## config.mk

```make
export PLATFORM = sky130hd
export DESIGN_NAME = pause_throttle
export DESIGN_NICKNAME = d
export VERILOG_FILES = /design/src/rtl/pause_pkg.sv /design/src/rtl/pause_frame_parser.sv /design/src/rtl/pause_request_latch.sv /design/src/rtl/pause_quanta_timer.sv /design/src/rtl/pause_throttle.sv
export SDC_FILE = /design/constraint.sdc
export NUM_CORES = 1
export LEC_CHECK = 0
export BUFFER_PORTS_ARGS = -buffer_cell sky130_fd_sc_hd__clkbuf_2
export CORE_ASPECT_RATIO = 1.5
export CORE_MARGIN = 5
export CORE_UTILIZATION = 60
export CTS_CLUSTER_DIAMETER = 50
export DETAILED_ROUTE_END_ITERATION = 12
export PLACE_DENSITY = 0.82
export SETUP_SLACK_MARGIN = 0.3
export SYNTH_ARGS = -nofsm -noshare
export SYNTH_HDL_FRONTEND = slang
export SYNTH_HIERARCHICAL = 1
export SYNTH_SLANG_ARGS = --single-unit
```

## constraint.sdc

```tcl
create_clock -name clk -period 2.4 [get_ports clk]
set_clock_uncertainty 0.05 [all_clocks]
set_input_delay 0.12 -clock clk [delete_from_list [all_inputs] [get_ports clk]]
set_output_delay 0.12 -clock clk [all_outputs]
set_load 0.005 [all_outputs]
```

## src/rtl/pause_pkg.sv

```systemverilog
package pause_pkg;

   localparam int PAUSE_VAL_W   = 16;
   localparam int POS_TIMER_HI  = 16;
   localparam int POS_TIMER_LO  = 17;
   localparam int MIN_FRAME_LEN = 18;

   typedef struct packed {
      logic                   valid;
      logic [PAUSE_VAL_W-1:0] quanta;
   } pause_req_t;

   // {care, value} for each checked byte position of a pause frame
   function automatic logic [8:0] ref_byte(input int unsigned pos);
      case (pos)
         0:       ref_byte = {1'b1, 8'h01};
         1:       ref_byte = {1'b1, 8'h80};
         2:       ref_byte = {1'b1, 8'hC2};
         3:       ref_byte = {1'b1, 8'h00};
         4:       ref_byte = {1'b1, 8'h00};
         5:       ref_byte = {1'b1, 8'h01};
         12:      ref_byte = {1'b1, 8'h88};
         13:      ref_byte = {1'b1, 8'h08};
         14:      ref_byte = {1'b1, 8'h00};
         15:      ref_byte = {1'b1, 8'h01};
         default: ref_byte = {1'b0, 8'h00};
      endcase
   endfunction

endpackage

```

## src/rtl/pause_frame_parser.sv

```systemverilog
module pause_frame_parser
   import pause_pkg::*;
#(
   parameter int POS_W = 5
) (
   input  logic       clk,
   input  logic       rst,
   input  logic       cfg_pass_all,
   input  logic       rx_valid,
   input  logic [7:0] rx_data,
   input  logic       rx_sof,
   input  logic       rx_eof,
   input  logic       rx_good,
   output pause_req_t req,
   output logic       verdict_valid,
   output logic       forward
);

   localparam logic [POS_W-1:0] POS_MAX = {POS_W{1'b1}};
   localparam logic [POS_W-1:0] POS_MIN = POS_W'(MIN_FRAME_LEN);

   logic [POS_W-1:0]       cnt;
   logic [POS_W-1:0]       pos;
   logic [POS_W-1:0]       pos_next;
   logic                   match;
   logic                   byte_ok;
   logic [8:0]             ref_b;
   logic [PAUSE_VAL_W-1:0] timer_q;
   logic                   recognised;

   assign pos      = rx_sof ? '0 : cnt;
   assign pos_next = (pos == POS_MAX) ? pos : pos + POS_W'(1);
   assign ref_b    = ref_byte(int'(pos));
   assign byte_ok  = !ref_b[8] || (rx_data == ref_b[7:0]);

   assign recognised = rx_eof && rx_good && match && (cnt >= POS_MIN);
   assign req.valid  = recognised;
   assign req.quanta = timer_q;

   always_ff @(posedge clk) begin
      if (rst) begin
         cnt           <= '0;
         match         <= 1'b0;
         timer_q       <= '0;
         verdict_valid <= 1'b0;
         forward       <= 1'b0;
      end else begin
         verdict_valid <= rx_eof;
         if (rx_eof) begin
            forward <= !recognised || cfg_pass_all;
         end
         if (rx_valid) begin
            cnt   <= pos_next;
            match <= (rx_sof ? 1'b1 : match) && byte_ok;
            if (int'(pos) == POS_TIMER_HI) timer_q[15:8] <= rx_data;
            if (int'(pos) == POS_TIMER_LO) timer_q[7:0]  <= rx_data;
         end
         if (rx_eof) begin
            cnt   <= '0;
            match <= 1'b0;
         end
      end
   end

endmodule

```

## src/rtl/pause_request_latch.sv

```systemverilog
module pause_request_latch
   import pause_pkg::*;
(
   input  logic                   clk,
   input  logic                   rst,
   input  logic                   accept,
   input  logic [PAUSE_VAL_W-1:0] accept_quanta,
   input  logic                   tx_busy,
   output logic                   load,
   output logic [PAUSE_VAL_W-1:0] load_quanta
);

   logic pend;

   assign load = pend && !tx_busy;

   always_ff @(posedge clk) begin
      if (rst) begin
         pend        <= 1'b0;
         load_quanta <= '0;
      end else if (accept) begin
         pend        <= 1'b1;
         load_quanta <= accept_quanta;
      end else if (load) begin
         pend        <= 1'b0;
      end
   end

endmodule

```

## src/rtl/pause_quanta_timer.sv

```systemverilog
module pause_quanta_timer
   import pause_pkg::*;
#(
   parameter int QUANTUM_CLKS = 128
) (
   input  logic                   clk,
   input  logic                   rst,
   input  logic                   load,
   input  logic [PAUSE_VAL_W-1:0] load_quanta,
   output logic                   hold
);

   localparam int PRE_W = $clog2(QUANTUM_CLKS);

   logic [PRE_W-1:0]       pre;
   logic [PAUSE_VAL_W-1:0] quanta;
   logic                   tick;

   generate
      if ((QUANTUM_CLKS & (QUANTUM_CLKS - 1)) == 0) begin : g_pow2
         assign tick = &pre;
      end else begin : g_cmp
         assign tick = (pre == PRE_W'(QUANTUM_CLKS - 1));
      end
   endgenerate

   assign hold = (quanta != '0);

   always_ff @(posedge clk) begin
      if (rst) begin
         quanta <= '0;
         pre    <= '0;
      end else if (load) begin
         quanta <= load_quanta;
         pre    <= '0;
      end else if (hold) begin
         if (tick) begin
            pre    <= '0;
            quanta <= quanta - PAUSE_VAL_W'(1);
         end else begin
            pre    <= pre + PRE_W'(1);
         end
      end
   end

endmodule

```

## src/rtl/pause_throttle.sv

```systemverilog
module pause_throttle
   import pause_pkg::*;
#(
   parameter int QUANTUM_CLKS = 128,
   parameter int POS_W        = 5
) (
   input  logic       clk,
   input  logic       rst,
   input  logic       cfg_full_duplex,
   input  logic       cfg_rx_fc_en,
   input  logic       cfg_pass_all,
   input  logic       rx_valid,
   input  logic [7:0] rx_data,
   input  logic       rx_sof,
   input  logic       rx_eof,
   input  logic       rx_good,
   input  logic       tx_busy,
   output logic       tx_hold,
   output logic       rx_verdict_valid,
   output logic       rx_forward
);

   generate
      if (QUANTUM_CLKS < 2) begin : g_bad_quantum
         $error("QUANTUM_CLKS must be at least 2");
      end
      if ((1 << POS_W) <= MIN_FRAME_LEN) begin : g_bad_pos
         $error("POS_W too narrow to reach the pause field");
      end
   endgenerate

   pause_req_t             req;
   logic                   accept;
   logic                   load;
   logic [PAUSE_VAL_W-1:0] load_quanta;

   assign accept = req.valid && cfg_rx_fc_en && cfg_full_duplex;

   pause_frame_parser #(.POS_W(POS_W)) u_parser (
      .clk           (clk),
      .rst           (rst),
      .cfg_pass_all  (cfg_pass_all),
      .rx_valid      (rx_valid),
      .rx_data       (rx_data),
      .rx_sof        (rx_sof),
      .rx_eof        (rx_eof),
      .rx_good       (rx_good),
      .req           (req),
      .verdict_valid (rx_verdict_valid),
      .forward       (rx_forward)
   );

   pause_request_latch u_latch (
      .clk           (clk),
      .rst           (rst),
      .accept        (accept),
      .accept_quanta (req.quanta),
      .tx_busy       (tx_busy),
      .load          (load),
      .load_quanta   (load_quanta)
   );

   pause_quanta_timer #(.QUANTUM_CLKS(QUANTUM_CLKS)) u_timer (
      .clk         (clk),
      .rst         (rst),
      .load        (load),
      .load_quanta (load_quanta),
      .hold        (tx_hold)
   );

endmodule

```

# After elaboration in Yosys (flattened, before gate mapping)
# Memory sizes are Yosys's and may differ from the RTL's.
# Index checks and enable logic that the tools add are counted.
[word_totals]
regBits = 64
rom_bits = 96
out_inout_bits = 3
elab_cells = 51
memories = 1
[memory_table]
columns = ["memory", "depth", "width", "read_ports", "rd_clocked_by_memory_dff", "write_ports", "line", "rtl"]
rows = [
  ["(no name shown)", 16, 6, 1, 0, 0, "pause_pkg.sv:15", "case (pos)"],
]
[classes]
add_sub_neg = 3
order_cmp = 1
eq_ne = 4
mux = 10
reduce_logical = 22
[ops]
columns = ["cell", "count"]
rows = [
  ["16-bit 2-to-1 mux", 3],
  ["16-bit nonzero test", 1],
  ["16-bit by 1-bit subtractor with 16-bit output, second input constant", 1],
  ["5-bit == test, second input constant", 3],
  ["5-bit 2-to-1 mux", 2],
  ["9-bit 2-to-1 mux", 1],
  ["8-bit == test", 1],
  ["7-bit by 1-bit adder with 7-bit output, second input constant", 1],
  ["1-bit logical AND", 7],
  ["7-bit 2-to-1 mux", 1],
  ["7-bit AND reduction", 1],
  ["2-bit AND reduction", 3],
  ["2-bit nonzero test", 3],
  ["5-bit by 1-bit adder with 5-bit output, second input constant", 1],
  ["5-bit greater-or-equal comparator, second input constant", 1],
  ["2-bit OR reduction", 2],
  ["1-bit logical NOT", 3],
  ["1-bit 2-to-1 mux", 3],
  ["1-bit logical OR", 2],
]

# Longest topological paths before layout
[depth]
ltp_word = 6
mapped_depth = 9
depth_no_buf = 8

# Modules after synthesis
# Netlist, hierarchy kept.
[modules_own_cells]
columns = ["mod", "instances", "cells_per_inst", "area_each_um2", "seq_area_each_um2"]
rows = [
  ["pause_quanta_timer", 1, 182, 1485.2, 460.4],
  ["pause_frame_parser", 1, 124, 1153.6, 480.5],
  ["pause_request_latch", 1, 56, 616.8, 340.3],
  ["pause_throttle", 1, 1, 6.3, 0.0],
]

# Least setup slack after synthesis
# Ideal clock, no wire load.
[synth_timing]
path_type = "reg-to-reg"
from = "reg u_parser.cnt[1]"
to = "reg u_parser.match"
setup_time_ns = 0.103
arrival_ns = 1.877
t_required_ns = 2.247
slack_ns = 0.370
path_stages_with_launch = 10
period_less_slack_ns = 2.030
path_cell_list = "dfxtp_1 -> clkbuf_1 -> inv_1 -> nor2_1 -> ha_1 -> nor4b_1 -> a2111o_1 -> a22oi_2 -> o211ai_1 -> a2111oi_2"
[synth_between]
elab_chain_len = 6
elab_cells_between_ends = 7
cone_classes = "eq/ne: 1; mux: 2; reduce/logical: 3; memory: 1"
[synth_rtl]
columns = ["element", "line", "rtl"]
rows = [
  ["start: declaration", "pause_frame_parser.sv:22", "logic [POS_W-1:0] cnt;"],
  ["start signal: assignment", "pause_frame_parser.sv:53", "cnt <= pos_next;"],
  ["5-bit 2-to-1 mux (*)", "pause_frame_parser.sv:31", "assign pos = rx_sof ? '0 : cnt;"],
  ["memory 16 x 6 bit (*)", "n/a", ""],
  ["9-bit 2-to-1 mux (*)", "pause_pkg.sv:15", ""],
  ["8-bit == test or 1-bit logical NOT (tied branches)", "pause_frame_parser.sv:34", "assign byte_ok = !ref_b[8] || (rx_data == ref_b[7:0]);"],
  ["1-bit logical OR (*)", "pause_frame_parser.sv:34", ""],
  ["1-bit logical AND (*)", "pause_frame_parser.sv:54", "match <= (rx_sof ? 1'b1 : match) && byte_ok;"],
  ["end signal: assignment", "pause_frame_parser.sv:54", ""],
  ["end: declaration", "pause_frame_parser.sv:25", "logic match;"],
]
# Every way passes the cells marked *; elsewhere a longest branch is shown, timed or not.
# A chain may end at the register's enable or synchronous reset.

# Worst setup path in the final report
[layout_timing]
from = "reg u_timer.quanta[0]"
to = "reg u_timer.quanta[5]"
[layout_between]
elab_chain_len = 4
elab_cells_between_ends = 7
cone_classes = "add/sub: 1; mux: 3; reduce/logical: 3"
[layout_rtl]
columns = ["element", "line", "rtl"]
rows = [
  ["start: declaration", "pause_quanta_timer.sv:16", "logic [PAUSE_VAL_W-1:0] quanta;"],
  ["start signal: assignment", "pause_quanta_timer.sv:34", "quanta <= load_quanta;"],
  ["start signal: assignment", "pause_quanta_timer.sv:39", "quanta <= quanta - PAUSE_VAL_W'(1);"],
  ["16-bit by 1-bit subtractor with 16-bit output", "pause_quanta_timer.sv:39", ""],
  ["16-bit 2-to-1 mux", "pause_quanta_timer.sv:37", "if (tick) begin"],
  ["16-bit 2-to-1 mux", "pause_quanta_timer.sv:36", "end else if (hold) begin"],
  ["16-bit 2-to-1 mux", "pause_quanta_timer.sv:33", "end else if (load) begin"],
]
# Parallel ways exist; a longest one is shown, timed or not. The select of a mux whose other input is x is not followed.

==> reports/qor.txt <==
fin. max-slew vios: 0
DP Area: 3320 um^2
RSZ-0062 raised after global routing: false
Synth top cells by count: dfxtp_1, nor2_1, mux2i_1
antenna viol nets, final: 0
Die W: 70.2 um
input/output buffers: 20
Clock H-tree levels: 3
vias per inst: 6.30
drt wl/cell: 16.7 um
critical path class: register to register
most common cell in the netlist: dfxtp_1
fmax: 0.500 GHz
register area: 1290 um^2
placer congestion estimate: 0.942
Peak VDD IR: 0.000468 V
Rows: 33
DRC viols: 0
largest family of logic cells by synthesized area: simple AND/OR/NAND/NOR gates
mux contribution to synthesized area: 10.4%
Max Cap Viol: 0
sequential element share of the synthesized area: 39.3%
Power Total: 2100 uW
Detailed Route Iter0 Violations: 256
n_diodes: 0
minimum clock period: 2000 ps
Num Clock Sinks: 64
GRT Overall Usage: 22.8%
worst-path fanout max: 22
Syn. warnings: 6
normalized max-slew margin: 59.5%
asr flop ratio synth: 0%
CTS tree: built
vias: 2854
worst path required time: 2600 ps
ys flop type: dfxtp_1
Post-Synth Simple-Gate Area: 25.5%
Clk Latency, worst-skew pair: 340 ps
Mapped Nets: 385
Fin. Hold Viols: 0
cell area after layout: 3580 um^2
I/O pin count: 21
CTS buffer count: 9
Static Leakage: 0.00131 uW
total wire length: 7.58 mm
Critical Path AT: 2200 ps
setup_tns: 0 ps
P per Cell Area: 586 nW/um^2
Worst Tran Pin Value: 601 ps
Fin Hold WS: 24.5 ps
starting density of the core: 60.8%
CTS Buffer Depth: 2
post-synthesis xor/xnor area fraction: 0.806%
CP Capture Type: register
Post-Synth Adder-Cell Area: 1.53%
synthesized instance count: 363
area grow syn2layout: 9.63%
leading post-synthesis cells by cell area: dfxtp_1, mux2i_1, nor2_1
multi-input logic area: 1800 um^2
share of post-route cells with drive strength above 1: 17.2%
Seq cells post-synth: 64
Cell variety after synth: 62
syn_area_per_cell: 8.99 um^2
initial antenna violation count: 0
Synth top area share: 39.3%
DRT Pass-1 Iters: 7
Synth Area in Compound Gates: 16.1%
first-pass GRT wire length: 12.9 mm
vias in the first global route: 2840
core area: 5370 um^2
Die ar.: 7040 um^2
Final period util: 83.3%
type of the tightest min-delay check: input pin to register
status: finished, final reports clean
grt ovf: 0
CTS clk-pin slew, worst paths: 70 ps
die height: 100 um
largest net degree at the start of global routing: 36
final-report setup violation count: 0
Syn Std Cell Area: 3260 um^2
EDFF count, synth: 0
post-DP HPWL: 5.37 mm
CTS Root Cell: clkbuf_8
Nets: 400
Yosys top cell by area: dfxtp_1
Filler Cell Count: 442
CP Launch Type: register
[critical path: stages (launching register included)]
cell and delay [ps]:
dfxtp_1 360, inv_1 70, ha_1 230, nor4b_2 180, and4_4 280, or4_1 490, a311oi_2 250
[cell usage in the layout, fill, tap and decap left out, types with 5 or more instances in the layout]
master,netlist,layout
nand3_1,15,15
or3_1,10,10
o211ai_1,6,6
dfxtp_1,64,61
nor2b_1,5,5
clkbuf_8,2,11
inv_1,9,9
a311oi_1,8,7
a21oi_1,12,12
nor2_1,60,60
nor3_1,8,8
nand4_1,13,13
clkbuf_2,0,20
buf_4,2,7
nand2_1,8,8
mux2i_1,34,34
o21ai_0,13,13
[where the power goes]
part	total [uW]	internal, uW	switching (uW)
registers	1070	1060	4.41
logic	84.9	31.1	53.8
clock network	942	532	410
total	2100	1630	468
[through the flow]
step	util [%]	cells	setup WS (ps)
after floorplan	-	363	370
after global placement	61.9	435	353
after detailed placement	61.9	435	264
after CTS	65.9	452	304
after global routing	66.6	453	300
final	66.6	453	400
[state kept, by name, summed over array words and instances, names as in the netlist]
name	cells
u_parser/timer_q	16
u_latch/load_quanta	16
u_parser/match	1
u_timer/quanta	16
u_timer/pre	7
u_parser/cnt	5
u_parser/forward	1
u_parser/verdict_valid	1
u_latch/pend	1
[cell type report]
class	instances	share of cell area, %
Clock buffer	11	4.23
Tap cell	70	2.45
Clock inverter	5	1.54
Inverter	9	0.945
Multi-Input combinational cell	266	50.3
Timing Repair Buffer	28	4.55
Sequential cell	64	36.0
[path summary, 6_finish.rpt]
check	cells past startpoint	from	slack (ps)	endpoint
max	6	u_timer/quanta[0]$_SDFFE_PP0P_	400	u_timer/quanta[5]$_SDFFE_PP0P_
max reg2reg	6	u_timer/quanta[0]$_SDFFE_PP0P_	400	u_timer/quanta[5]$_SDFFE_PP0P_
min	3	tx_busy	20	u_latch/pend$_SDFFE_PP0P_
min reg2reg	2	u_latch/load_quanta[1]$_SDFFE_PP0P_	430	u_timer/quanta[1]$_SDFFE_PP0P_
[per-layer routing]
metal,vias to the layer above,wire (um),GRT usage [%],share of wire (%)
li1,1384,-,-,-
met1,1331,2960,24.1,39
met2,102,3860,39.8,51
met3,37,350,4.51,4.6
met4,0,414,16.5,5.5
met5,-,0,0,0
[what timing repair did]
| item | in CTS | in global routing |
|---|---|---|
| endpoints found under the hold margin | 1 | 0 |
| setup endpoints to repair | 1 | 13 |
| hold buffers | 1 | 0 |
| buffers inserted | 0 | 1 |
| pin swaps | 0 | 2 |
| resized for setup | 1 | 9 |
[cells by family after synthesis]
family,Yosys count
AOI/OAI and AO/OA,72
xor gates and xnor gates,3
adders and majority gates,4
buffers and inverters,33
DFF,64
muxes,34
and+or+nand+nor,153
Power figures use the tool's default switching activity.
